### src/rtl/rx_frame_pkg.sv
package rx_frame_pkg;

  typedef enum logic [1:0] {
    RX_WAIT = 2'd0,
    RX_ACQ  = 2'd1,
    RX_POST = 2'd2
  } rxTop_e;

  typedef enum logic [1:0] {
    FLD_NONE = 2'd0,
    FLD_LTF  = 2'd1,
    FLD_HDR  = 2'd2,
    FLD_DATA = 2'd3
  } rxField_e;

  // strobes from the control FSM to the field timers
  typedef struct packed {
    logic toLoad;
    logic toDec;
    logic ltfLoad;
    logic ltfDec;
    logic dataLoad;
    logic dataDec;
  } timerCtl_t;

  // terminal flags from the field timers back to the FSM
  typedef struct packed {
    logic toLast;
    logic ltfLast;
    logic dataLast;
    logic lenZero;
  } timerSts_t;

endpackage

### src/rtl/rx_down_counter.sv
module rx_down_counter #(
  parameter int W = 8
) (
  input  logic         clk,
  input  logic         rst_n,
  input  logic         load,
  input  logic [W-1:0] loadVal,
  input  logic         dec,
  output logic         last
);

  logic [W-1:0] cnt;

  always_ff @(posedge clk or negedge rst_n) begin
    if (!rst_n)      cnt <= '0;
    else if (load)   cnt <= loadVal;
    else if (dec)    cnt <= cnt - W'(1);
  end

  assign last = (cnt == '0);

  // the FSM must stop a timer at its terminal count, never wrap it
  assert_no_underflow_R6: assert property (@(posedge clk) disable iff (!rst_n)
    (dec && !load) |-> (cnt != '0));

endmodule

### src/rtl/rx_field_timers.sv
module rx_field_timers
  import rx_frame_pkg::*;
#(
  parameter int TIMEOUT_CYCLES = 40,
  parameter int LTF_CYCLES     = 32,
  parameter int LEN_W          = 8,
  parameter int CYC_PER_SYM    = 4
) (
  input  logic             clk,
  input  logic             rst_n,
  input  timerCtl_t        ctl,
  input  logic [LEN_W-1:0] hdrLen,
  output timerSts_t        sts
);

  localparam int TO_W   = (TIMEOUT_CYCLES > 1) ? $clog2(TIMEOUT_CYCLES) : 1;
  localparam int LTF_W  = (LTF_CYCLES > 1) ? $clog2(LTF_CYCLES) : 1;
  localparam int DATA_W = LEN_W + $clog2(CYC_PER_SYM + 1);

  logic [DATA_W-1:0] dataCycles;

  assign dataCycles  = DATA_W'(hdrLen) * DATA_W'(CYC_PER_SYM);
  assign sts.lenZero = (dataCycles == '0);

  rx_down_counter #(.W(TO_W)) u_toCnt (
    .clk(clk), .rst_n(rst_n),
    .load(ctl.toLoad), .loadVal(TO_W'(TIMEOUT_CYCLES - 1)),
    .dec(ctl.toDec), .last(sts.toLast)
  );

  rx_down_counter #(.W(LTF_W)) u_ltfCnt (
    .clk(clk), .rst_n(rst_n),
    .load(ctl.ltfLoad), .loadVal(LTF_W'(LTF_CYCLES - 1)),
    .dec(ctl.ltfDec), .last(sts.ltfLast)
  );

  rx_down_counter #(.W(DATA_W)) u_dataCnt (
    .clk(clk), .rst_n(rst_n),
    .load(ctl.dataLoad), .loadVal(dataCycles - DATA_W'(1)),
    .dec(ctl.dataDec), .last(sts.dataLast)
  );

endmodule

### src/rtl/rx_ctrl_fsm.sv
module rx_ctrl_fsm
  import rx_frame_pkg::*;
(
  input  logic       clk,
  input  logic       rst_n,
  input  logic       rssiDetect,
  input  logic       sofStrobe,
  input  logic       hdrValid,
  input  logic       hdrInvalid,
  input  logic       reconfReq,
  input  logic       reconfDone,
  input  timerSts_t  sts,
  output timerCtl_t  ctl,
  output logic [1:0] rxState,
  output logic       syncEn,
  output logic       trackEn,
  output logic       xformEn,
  output logic       fieldLtf,
  output logic       fieldHdr,
  output logic       fieldData,
  output logic       reconfActive,
  output logic       frameStop,
  output logic       timeoutPulse
);

  rxTop_e   state, stateNext;
  rxField_e field, fieldNext;
  logic     rcActive, rcNext;
  logic     stopNext, toNext;

  always_comb begin
    stateNext = state;
    fieldNext = field;
    stopNext  = 1'b0;
    toNext    = 1'b0;
    ctl       = '0;
    unique case (state)
      RX_WAIT: begin
        if (rssiDetect) begin
          stateNext  = RX_ACQ;
          ctl.toLoad = 1'b1;
        end
      end
      RX_ACQ: begin
        if (sofStrobe) begin
          stateNext   = RX_POST;
          fieldNext   = FLD_LTF;
          ctl.ltfLoad = 1'b1;
        end else if (sts.toLast) begin
          stateNext = RX_WAIT;
          toNext    = 1'b1;
        end else begin
          ctl.toDec = 1'b1;
        end
      end
      RX_POST: begin
        if (!rcActive) begin
          unique case (field)
            FLD_LTF: begin
              if (sts.ltfLast) fieldNext  = FLD_HDR;
              else             ctl.ltfDec = 1'b1;
            end
            FLD_HDR: begin
              if (hdrInvalid) begin
                stateNext = RX_WAIT;
                fieldNext = FLD_NONE;
              end else if (hdrValid) begin
                if (sts.lenZero) begin
                  stateNext = RX_WAIT;
                  fieldNext = FLD_NONE;
                  stopNext  = 1'b1;
                end else begin
                  fieldNext    = FLD_DATA;
                  ctl.dataLoad = 1'b1;
                end
              end
            end
            FLD_DATA: begin
              if (sts.dataLast) begin
                stateNext = RX_WAIT;
                fieldNext = FLD_NONE;
                stopNext  = 1'b1;
              end else begin
                ctl.dataDec = 1'b1;
              end
            end
            default: fieldNext = FLD_NONE;
          endcase
        end
      end
      default: begin
        stateNext = RX_WAIT;
        fieldNext = FLD_NONE;
      end
    endcase
  end

  always_comb begin
    rcNext = rcActive;
    if (rcActive && reconfDone)                     rcNext = 1'b0;
    else if (!rcActive && reconfReq && state == RX_POST) rcNext = 1'b1;
    if (stateNext != RX_POST)                       rcNext = 1'b0;
  end

  always_ff @(posedge clk or negedge rst_n) begin
    if (!rst_n) begin
      state        <= RX_WAIT;
      field        <= FLD_NONE;
      rcActive     <= 1'b0;
      frameStop    <= 1'b0;
      timeoutPulse <= 1'b0;
    end else begin
      state        <= stateNext;
      field        <= fieldNext;
      rcActive     <= rcNext;
      frameStop    <= stopNext;
      timeoutPulse <= toNext;
    end
  end

  assign rxState      = state;
  assign syncEn       = (state == RX_ACQ);
  assign trackEn      = (state == RX_POST);
  assign xformEn      = (state == RX_POST) && !rcActive;
  assign fieldLtf     = (field == FLD_LTF);
  assign fieldHdr     = (field == FLD_HDR);
  assign fieldData    = (field == FLD_DATA);
  assign reconfActive = rcActive;

  // a timeout report only ever closes an acquisition window
  assert_timeout_after_acq_R3: assert property (@(posedge clk) disable iff (!rst_n)
    timeoutPulse |-> (state == RX_WAIT && $past(state) == RX_ACQ));

  // a frame stop only ever closes the header or data field
  assert_stop_after_field_R6: assert property (@(posedge clk) disable iff (!rst_n)
    frameStop |-> (state == RX_WAIT && ($past(field) == FLD_HDR || $past(field) == FLD_DATA)));

  // field activity is confined to the post-start-of-frame state
  assert_fields_only_post_R8: assert property (@(posedge clk) disable iff (!rst_n)
    (fieldLtf || fieldHdr || fieldData) |-> (state == RX_POST));

  // the long training field is entered only through a start-of-frame strobe
  assert_ltf_from_sof_R4: assert property (@(posedge clk) disable iff (!rst_n)
    $rose(fieldLtf) |-> ($past(state) == RX_ACQ && $past(sofStrobe)));

  // an ongoing reconfiguration freezes the field sequence
  assert_reconf_holds_field_R9: assert property (@(posedge clk) disable iff (!rst_n)
    (rcActive && !reconfDone) |=> $stable(field));

endmodule

### src/rtl/rx_frame_ctrl.sv
module rx_frame_ctrl
  import rx_frame_pkg::*;
#(
  parameter int TIMEOUT_CYCLES = 40,
  parameter int LTF_CYCLES     = 32,
  parameter int LEN_W          = 8,
  parameter int CYC_PER_SYM    = 4
) (
  input  logic             clk,
  input  logic             rst_n,
  input  logic             rssiDetect,
  input  logic             sofStrobe,
  input  logic             hdrValid,
  input  logic             hdrInvalid,
  input  logic [LEN_W-1:0] hdrLen,
  input  logic             reconfReq,
  input  logic             reconfDone,
  output logic [1:0]       rxState,
  output logic             syncEn,
  output logic             trackEn,
  output logic             xformEn,
  output logic             fieldLtf,
  output logic             fieldHdr,
  output logic             fieldData,
  output logic             reconfActive,
  output logic             frameStop,
  output logic             timeoutPulse
);

  timerCtl_t timerCtl;
  timerSts_t timerSts;

  rx_ctrl_fsm u_fsm (
    .clk(clk), .rst_n(rst_n),
    .rssiDetect(rssiDetect), .sofStrobe(sofStrobe),
    .hdrValid(hdrValid), .hdrInvalid(hdrInvalid),
    .reconfReq(reconfReq), .reconfDone(reconfDone),
    .sts(timerSts), .ctl(timerCtl),
    .rxState(rxState), .syncEn(syncEn), .trackEn(trackEn), .xformEn(xformEn),
    .fieldLtf(fieldLtf), .fieldHdr(fieldHdr), .fieldData(fieldData),
    .reconfActive(reconfActive), .frameStop(frameStop), .timeoutPulse(timeoutPulse)
  );

  rx_field_timers #(
    .TIMEOUT_CYCLES(TIMEOUT_CYCLES), .LTF_CYCLES(LTF_CYCLES),
    .LEN_W(LEN_W), .CYC_PER_SYM(CYC_PER_SYM)
  ) u_timers (
    .clk(clk), .rst_n(rst_n), .ctl(timerCtl), .hdrLen(hdrLen), .sts(timerSts)
  );

endmodule

### config.mk
export PLATFORM = sky130hd
export DESIGN_NAME = rx_frame_ctrl
export DESIGN_NICKNAME = d
export VERILOG_FILES = /design/src/rtl/rx_frame_pkg.sv /design/src/rtl/rx_down_counter.sv /design/src/rtl/rx_field_timers.sv /design/src/rtl/rx_ctrl_fsm.sv /design/src/rtl/rx_frame_ctrl.sv
export SDC_FILE = /design/constraint.sdc
export NUM_CORES = 1
export LEC_CHECK = 0
export BUFFER_PORTS_ARGS = -buffer_cell sky130_fd_sc_hd__buf_2
export CORE_UTILIZATION = 40
export DETAILED_ROUTE_END_ITERATION = 8
export GPL_ROUTABILITY_DRIVEN = 0
export PLACE_DENSITY_LB_ADDON = 0.2
export SETUP_SLACK_MARGIN = 0.4
export SLEW_MARGIN = 20
export SYNTH_ARGS = -nofsm -noshare
export SYNTH_HDL_FRONTEND = slang
export SYNTH_SLANG_ARGS = --single-unit
### constraint.sdc
create_clock -name clk -period 2.9 [get_ports clk]
set_input_delay 0.58 -clock clk [delete_from_list [all_inputs] [get_ports clk]]
set_output_delay 0.58 -clock clk [all_outputs]
set_load 0.05 [all_outputs]
==> impl_metrics.ini, run 1 <==
[die]
rows = 24
core_mm2 = 0.00444
io_pins = 27
fp.dieH_um = 70.5
start_util_pct = 42.2
dieArea_mm2 = 0.00497
die_x_um = 70.5

[synthesis]
synth_seq_area_share_pct = 38.7
synth_cells = 199
synth_flop_cell = dfrtp_1
synth_cell_types = 44
syn_area_per_cell_um2 = 9.42
ys_top_cells_by_count = dfrtp_1, nand2_1, xnor2_1, inv_1, ha_1
synth_edf_count = 0
ys_seq_elements = 29
synth_area_leaders = dfrtp_1, xnor2_1, ha_1
async_flop_share_pct = 100
yosysWarnings = 0
netlist_area_mm2 = 0.00188
syn-num-nets = 227
yosysTopAreaCell = dfrtp_1
yosysTopAreaCellShare_pct = 38.7
yosysMostFrequentCell = dfrtp_1

[layout]
final_cell_area_mm2 = 0.00216
nets = 259
drive_above_1_share_pct = 18.5
diodes = 0
syn2layout_area_growth_pct = 15.3

[timing]
slew_violations = 0
worst_slew_pin_slew_ns = 0.739
setup_tns_ns = 0
rsz0062_at_grt = no
finalClockSkew_ns = 0.00445
fmax_mhz = 437
setup_viol = 0
slew_headroom_pct = 50.2
hold_violations = 0
period_share_pct = 78.8
fin_crit_ns = 2.29

[clock_tree]
cts_setup_buffers = 0
cts_tree = done
clock-sinks = 29
cts_resized = 0
ctsHoldBuffers = 0
cts-root-buf = clkbuf_8
clockBufferDepth = 2
cts_made_buffers = 5
ctsHtreeMaxLevel = 2
clk-insertion-delay-late_ns = 0.28
clk_pin_slew_ns = 0.06

[critical_path]
path_cells = inv_1 -> ha_4 -> nor2b_1 -> buf_4 -> buf_2
cp-start-kind = register
crit_type = reg -> out
required_ns = 2.32
critPathMaxStageDelay_ns = 0.43
critPathTopFamily = buffers and inverters
cp-end-kind = primary output
worst_ep_arrival_time_ns = 1.71
slowest_stage = dfrtp_1
crit_fanout = 9
path_buf_inv = 3

[global_route]
antenna_found_initial = 0
grt_pass1_wl_mm = 6.72
grt_max_degree = 30
grt.overflow.total = 0
track_usage_pct = 17.6
grt_pass1_vias = 1405

[power_and_ir_drop]
power.density_mw_per_mm2 = 372
p_leak_nw = 0.945
ir_drop_mv = 0.141

[detailed_routing]
wire_per_inst_um = 13.7
firstDrtPassIters = 4
met2_length_mm = 1.67
route.vias.total = 1490
dr_wl_met3_um = 96
met1Wirelength_mm = 2.06
antenna_left = 0
drc_errors = 0
totalWireLength_mm = 3.89
top_layer = met4
avgViaCountPerCell = 5.25
drt_iter0_drc = 42

[run_status]
status = completed

[worst_hold_path]
hold_path_class = in -> async

[placed_design]
dpl.hpwl_mm = 2.94
io_buffers = 26
placed_cell_area_mm2 = 0.00208

[flow_run]
max-cap-violations = 0
==> report_power, final <==
part / switching, mW / total [mW] / internal (mW)
registers: 0.00297 / 0.410 / 0.407
logic: 0.0478 / 0.0741 / 0.0263
clock network: 0.154 / 0.320 / 0.166
total: 0.205 / 0.804 / 0.599
==> worst register-to-register path, delay by kind of cell, from the launching register on <==
| kind | cells | cell delay [ns] |
|---|---|---|
| DFF | 1 | 0.45 |
| adders and majority gates | 1 | 0.29 |
| and+or+nand+nor | 2 | 0.59 |
| AOI/OAI and AO/OA | 2 | 0.66 |
| buffers and inverters | 1 | 0.16 |
==> cell families after synthesis <==
kind of cell	share of synthesized area, %
buffers and inverters	4.34
XOR/XNOR	10.3
multiplexers	2.94
flip-flops	38.7
AO/OA/AOI/OAI	11.4
adder cells (fa/ha/maj)	8.01
AND/OR/NAND/NOR	24.3
==> per-stage QoR <==
stage / setup slack (ns) / hold slack, ns / util, % / std cells / power (mW)
detailed placement: 0.491 / 0.506 / 46.8 / 276 / 0.493
finish: 0.614 / 0.330 / 48.7 / 284 / 0.804
CTS: 0.596 / 0.364 / 48.7 / 284 / 0.815
global placement: 0.507 / 0.512 / 46.8 / 276 / 0.493
floorplan: 0.426 / 0.284 / - / 199 / 0.458
global route: 0.429 / 0.400 / 48.7 / 284 / 0.836
==> registers in the layout, summed over array words and instances (netlist names) <==
register,cells
u_fsm.field,2
u_fsm.frameStop,1
u_fsm.reconfActive,1
u_fsm.rxState,2
u_fsm.timeoutPulse,1
u_timers.u_dataCnt.cnt,11
u_timers.u_ltfCnt.cnt,5
u_timers.u_toCnt.cnt,6
==> layout by cell type, fill, tap and decap left out, types with 3 or more instances in the layout <==
cell type  count
dfrtp_1       29
buf_2         26
nand2_1       19
xnor2_1       19
inv_1         17
a21oi_1       11
nor2_1        11
ha_1          11
nor3_1         9
nor4_1         7
nor2b_1        6
nand3_1        6
clkbuf_8       5
or3_1          4
mux2i_1        4
nor4b_1        3
xor2_1         3
==> path summary, 6_finish.rpt <==
check | cells past startpoint | start | slack, ns | end
worst min register to register | 2 | u_timers.u_ltfCnt.cnt[4] | 0.52 | u_timers.u_ltfCnt.cnt[4]
worst max-delay path | 5 | u_fsm.rxState[0] | 0.61 | xformEn
max in group asynchronous | 1 | rst_n | 2.15 | u_fsm.field[1]
min in group clk | 2 | u_timers.u_ltfCnt.cnt[4] | 0.52 | u_timers.u_ltfCnt.cnt[4]
worst min-delay path | 1 | rst_n | 0.33 | u_timers.u_dataCnt.cnt[8]
worst max register to register | 6 | u_fsm.rxState[1] | 0.65 | u_fsm.reconfActive
==> metal layers <==
layer  track usage, %  vias to the layer above
met5                0                        -
li1                 -                      764
met1             25.4                      697
met4             7.48                        0
met2             25.5                       22
met3             3.46                        7
==> cell type report <==
type                    count  area (um^2)
flip-flops and latches     29          726
multi-input cells         150         1080
clock buffers               6         72.6
repair buffers             28          145
inverters                  17         63.8
clock inverters             2         10.0
well taps                  52         65.1
fillers                   423         2280
Power figures use the tool's default switching activity.
==> inputs of run 2 (changes only) <==
==> constraint.sdc (replaced) <==
create_clock -name clk -period 1.9 [get_ports clk]
set_input_delay 0.38 -clock clk [delete_from_list [all_inputs] [get_ports clk]]
set_output_delay 0.38 -clock clk [all_outputs]
set_load 0.05 [all_outputs]
==> impl_metrics.ini, run 2 (synthesized netlist as in run 1, its figures left out) <==
[global_route]
grt_max_degree = 30
grt_pass1_vias = 1916
antenna_found_initial = 0
grt.overflow.total = 0
grt_pass1_wl_mm = 8.78
track_usage_pct = 23.1

[clock_tree]
cts_tree = done
clock-sinks = 29
cts-root-buf = clkbuf_8
clockBufferDepth = 2
ctsHoldBuffers = 0
clk_pin_slew_ns = 0.06
ctsHtreeMaxLevel = 2
cts_made_buffers = 5
clk-insertion-delay-late_ns = 0.28

[timing]
period_share_pct = 105
fin_crit_ns = 2.00
worst_slack_ns = -0.101
finalClockSkew_ns = 0.00485
slew_headroom_pct = 54.0
setup_viol = 8
hold_slack_ns = 0.137
slew_violations = 0
fmax_mhz = 500
setup_tns_ns = -0.304
rsz0062_at_grt = yes
hold_violations = 0
worst_slew_pin_slew_ns = 0.690

[layout]
largest_reg_flops = 11
final_common_cell = buf_4
regMostFlops = u_timers.u_dataCnt.cnt
mostFrequentLayoutCells = buf_4, buf_6, dfrtp_1
nets = 332
drive_above_1_share_pct = 56.1
fillCellCount = 297
diodes = 0
syn2layout_area_growth_pct = 77.7
reg_top3 = u_timers.u_dataCnt.cnt x11, u_timers.u_toCnt.cnt x6, u_timers.u_ltfCnt.cnt x5
regArea_um2 = 729
multi_input_area_mm2 = 0.00148

[detailed_routing]
totalWireLength_mm = 5.97
drt_iter0_drc = 55
route.vias.total = 1893
antenna_left = 0
wire_per_inst_um = 16.7
drc_errors = 0
firstDrtPassIters = 4
avgViaCountPerCell = 5.30

[run_status]
status = complete, but fails checks
violations = negative setup slack

[critical_path]
required_ns = 2.06
crit_fanout = 2
crit_type = reg -> reg
cp-start-kind = register
cp-end-kind = register
worst_ep_arrival_time_ns = 2.16

[die]
start_util_pct = 42.2
core_mm2 = 0.00444
die_x_um = 70.5
rows = 24
dieArea_mm2 = 0.00497
io_pins = 27
fp.dieH_um = 70.5

[placed_design]
dpl.hpwl_mm = 3.59
io_buffers = 26

[flow_run]
max-cap-violations = 0

[power_and_ir_drop]
ir_drop_mv = 0.286
p_leak_nw = 1.44
power.density_mw_per_mm2 = 404

[worst_hold_path]
hold_path_class = in -> async
[run 2: cell types whose count changed in the layout (fill, tap and decap cells not counted), moves of 4 or more]
| cell | before | now |
|---|---|---|
| buf_4 | 2 | 49 |
| buf_6 | 0 | 26 |
| buf_2 | 26 | 17 |
| inv_1 | 17 | 9 |
| ha_1 | 11 | 4 |
| inv_2 | 0 | 7 |
| buf_8 | 0 | 6 |
| nor4_1 | 7 | 1 |
| ha_4 | 1 | 6 |
| nand2_1 | 19 | 15 |
| nor3_1 | 9 | 5 |
| nor3_2 | 0 | 4 |
[run 2: worst max-delay path, cell delays in order (launching register included)]
cell,delay (ns)
dfrtp_1,0.40
inv_2,0.09
ha_4,0.12
or4b_4,0.46
a221oi_2,0.26
o21ai_1,0.11
a211o_1,0.32
mux2i_1,0.13
[run 2: cell type report]
type | instances | area share [%]
multi-input cells | 150 | 44.5
clock buffers | 8 | 2.70
repair buffers | 101 | 26.9
inverters | 17 | 2.07
well taps | 52 | 1.95
flip-flops and latches | 29 | 21.9
[run 2: path summary, 6_finish.rpt]
kind                                          start  slack (ns)                         to  depth (start not counted)
hold / removal                                rst_n        0.14  u_timers.u_dataCnt.cnt[7]                          1
setup / recovery           u_timers.u_ltfCnt.cnt[0]       -0.10             u_fsm.field[1]                          7
min in group clk                         rssiDetect        0.34    u_timers.u_toCnt.cnt[4]                          2
setup reg to reg           u_timers.u_ltfCnt.cnt[0]       -0.10             u_fsm.field[1]                          7
hold reg to reg            u_timers.u_ltfCnt.cnt[4]        0.56   u_timers.u_ltfCnt.cnt[4]                          2
max in group asynchronous                     rst_n        1.27         u_fsm.reconfActive                          1
[run 2: report_power, final]
group	switching (mW)	internal [mW]	leakage, nW
Combinational	0.0985	0.0880	1.08
Clock	0.232	0.295	0.0455
Sequential	0.0110	0.621	0.311
Total	0.341	1.00	1.44
[run 2: routing by layer]
layer | global-route usage [%] | wire [um] | up-vias
li1 | - | - | 905
met4 | 7.71 | 122 | 0
met2 | 42.6 | 3170 | 50
met1 | 26.8 | 2480 | 923
met5 | 0 | 0 | -
met3 | 4.04 | 192 | 15
[run 2: metrics by stage]
step                      cells  instance area, um^2  setup slack (ns)  utilization, %  power (mW)
after floorplan             199                 2030           -0.0746               -       0.719
after global placement      311                 2480            -0.202            55.8       0.781
after detailed placement    311                 2480            -0.154            55.8       0.781
after CTS                   344                 3030           -0.0674            68.2        1.35
after global routing        357                 3330            -0.184            75.0        1.39
final                       357                 3330            -0.101            75.0        1.35
[run 2: timing repair]
action | in CTS | in global routing
pin swaps | 16 | 13
endpoints found under the setup margin | 33 | 37
buffers inserted | 25 | 13
gates cloned | 0 | 0
gates resized for setup | 62 | 42
==> inputs of run 3 (changes only) <==
--- a/config.mk
+++ b/config.mk
@@ -5,9 +5,9 @@
 export SDC_FILE = /design/constraint.sdc
 export NUM_CORES = 1
 export LEC_CHECK = 0
-export BUFFER_PORTS_ARGS = -buffer_cell sky130_fd_sc_hd__buf_2
 export CORE_UTILIZATION = 40
 export DETAILED_ROUTE_END_ITERATION = 8
+export DONT_BUFFER_PORTS = 1
 export GPL_ROUTABILITY_DRIVEN = 0
 export PLACE_DENSITY_LB_ADDON = 0.2
 export SETUP_SLACK_MARGIN = 0.4
@@ -15,3 +15,4 @@
 export SYNTH_ARGS = -nofsm -noshare
 export SYNTH_HDL_FRONTEND = slang
 export SYNTH_SLANG_ARGS = --single-unit
+export TNS_END_PERCENT = 30
==> impl_metrics.ini, run 3 (synthesized netlist as in run 1, its figures left out) <==
[layout]
final_common_cell = buf_4
reg_top3 = u_timers.u_dataCnt.cnt x11, u_timers.u_toCnt.cnt x6, u_timers.u_ltfCnt.cnt x5
finalNonFillerCells = 297
diodes = 0
regMostFlops = u_timers.u_dataCnt.cnt
largest_reg_flops = 11
final_util_pct = 60.4
mostFrequentLayoutCells = buf_4, dfrtp_1, xnor2_1
fillCellCount = 379
syn2layout_area_growth_pct = 43.2
drive_above_1_share_pct = 39.6
nets = 272

[detailed_routing]
antenna_left = 0
wire_per_inst_um = 16.2
totalWireLength_mm = 4.82
drt_iter0_drc = 65
drc_errors = 0
firstDrtPassIters = 4
avgViaCountPerCell = 5.51
route.vias.total = 1637

[die]
core_mm2 = 0.00444
die_x_um = 70.5
rows = 24
io_pins = 27
dieArea_mm2 = 0.00497
fp.dieH_um = 70.5
start_util_pct = 42.2

[placed_design]
dpl.hpwl_mm = 3.41
io_buffers = 0
placed_cells = 283
place_ws_ns = -0.176

[critical_path]
cp-start-kind = register
required_ns = 2.12
critPathLaunch = u_timers.u_dataCnt.cnt[5]
ff2ff_path_depth = 6
worst_ep_arrival_time_ns = 2.20
r2r-end = u_timers.u_dataCnt.cnt[1]
crit_type = reg -> reg
reg2reg_slack_ns = -0.08
rr_startpoint = u_timers.u_dataCnt.cnt[5]
cp-end-kind = register
crit_end = u_timers.u_dataCnt.cnt[1]
crit_fanout = 4

[power_and_ir_drop]
p_total_mw = 1.27
p_leak_nw = 1.08
ir_drop_mv = 0.365
power.density_mw_per_mm2 = 473

[clock_tree]
clock-sinks = 29
clk_pin_slew_ns = 0.06
cts_tree = done
cts-root-buf = clkbuf_8
clockBufferDepth = 2
clk-insertion-delay-late_ns = 0.28
ctsHtreeMaxLevel = 2
cts_made_buffers = 5

[timing]
slew_violations = 0
setup_tns_ns = -0.390
slew_headroom_pct = 68.8
fmax_mhz = 504
worst_slack_ns = -0.0837
rsz0062_at_grt = yes
finalClockSkew_ns = 0.00465
hold_violations = 0
fin_crit_ns = 1.98
setup_viol = 10
period_share_pct = 104
worst_slew_pin_slew_ns = 0.469

[flow_run]
max-cap-violations = 0

[run_status]
status = complete, but fails checks
violations = negative setup slack

[global_route]
grt.overflow.total = 0
grt_max_degree = 30
grt_pass1_vias = 1827
antenna_found_initial = 0
grt_pass1_wl_mm = 8.28
track_usage_pct = 21.5

[worst_hold_path]
hold_path_class = in -> reg
==> run 3: per-layer routing <==
| layer | GRT usage [%] | vias up | wire length, um |
|---|---|---|---|
| met2 | 38.9 | 27 | 2620 |
| met3 | 5.63 | 6 | 143 |
| li1 | - | 793 | - |
| met4 | 8.16 | 0 | 79 |
| met1 | 24.0 | 811 | 1970 |
| met5 | 0 | - | 0 |
==> run 3: worst min path at each step <==
| stage | start | end | slack [ns] | cells after the start |
|---|---|---|---|---|
| finish | rssiDetect | u_timers.u_toCnt.cnt[3] | 0.18 | 1 |
| CTS | rssiDetect | u_timers.u_toCnt.cnt[3] | 0.17 | 1 |
| floorplan | rst_n | u_fsm.field[0] | 0.08 | 0 |
| detailed placement | rst_n | u_timers.u_dataCnt.cnt[4] | 0.09 | 0 |
| global route | rssiDetect | u_timers.u_toCnt.cnt[3] | 0.17 | 1 |
| global placement | rst_n | u_timers.u_dataCnt.cnt[4] | 0.09 | 0 |
==> run 3: critical path, stage by stage, from the launching register on <==
cell,delay (ns)
dfrtp_1,0.40
or4_4,0.57
nor4b_4,0.32
buf_4,0.23
nor2_4,0.05
mux2_4,0.29
nand2_2,0.06
==> run 3: area by class of cell <==
type	count	area (um^2)	area share, %
timing repair buffer	41	369	13.7
tap	52	65.1	2.42
sequential	29	728	27.1
multi-input combinational	150	1370	51.0
clock buffer	8	90.1	3.35
inverter	17	63.8	2.38
==> run 3: timing repair <==
action                                 in CTS  in global routing
setup endpoints to repair                  33                 35
pin swaps                                  14                 12
endpoints found under the hold margin      29                  0
setup buffers                               2                  2
gates resized for setup                    29                 19
hold buffers                                2                  0
==> run 3: metrics by stage <==
step	cell area (um^2)	hold slack, ns
after floorplan	2010	0.0844
after global placement	2300	0.0852
after detailed placement	2300	0.0854
after CTS	2570	0.169
after global routing	2690	0.167
final	2690	0.177
==> run 3: where the power goes <==
group | internal, mW | leakage, nW | switching [mW]
registers | 0.621 | 0.312 | 0.00688
logic | 0.0438 | 0.722 | 0.0715
clock network | 0.295 | 0.0455 | 0.233
total | 0.959 | 1.08 | 0.312
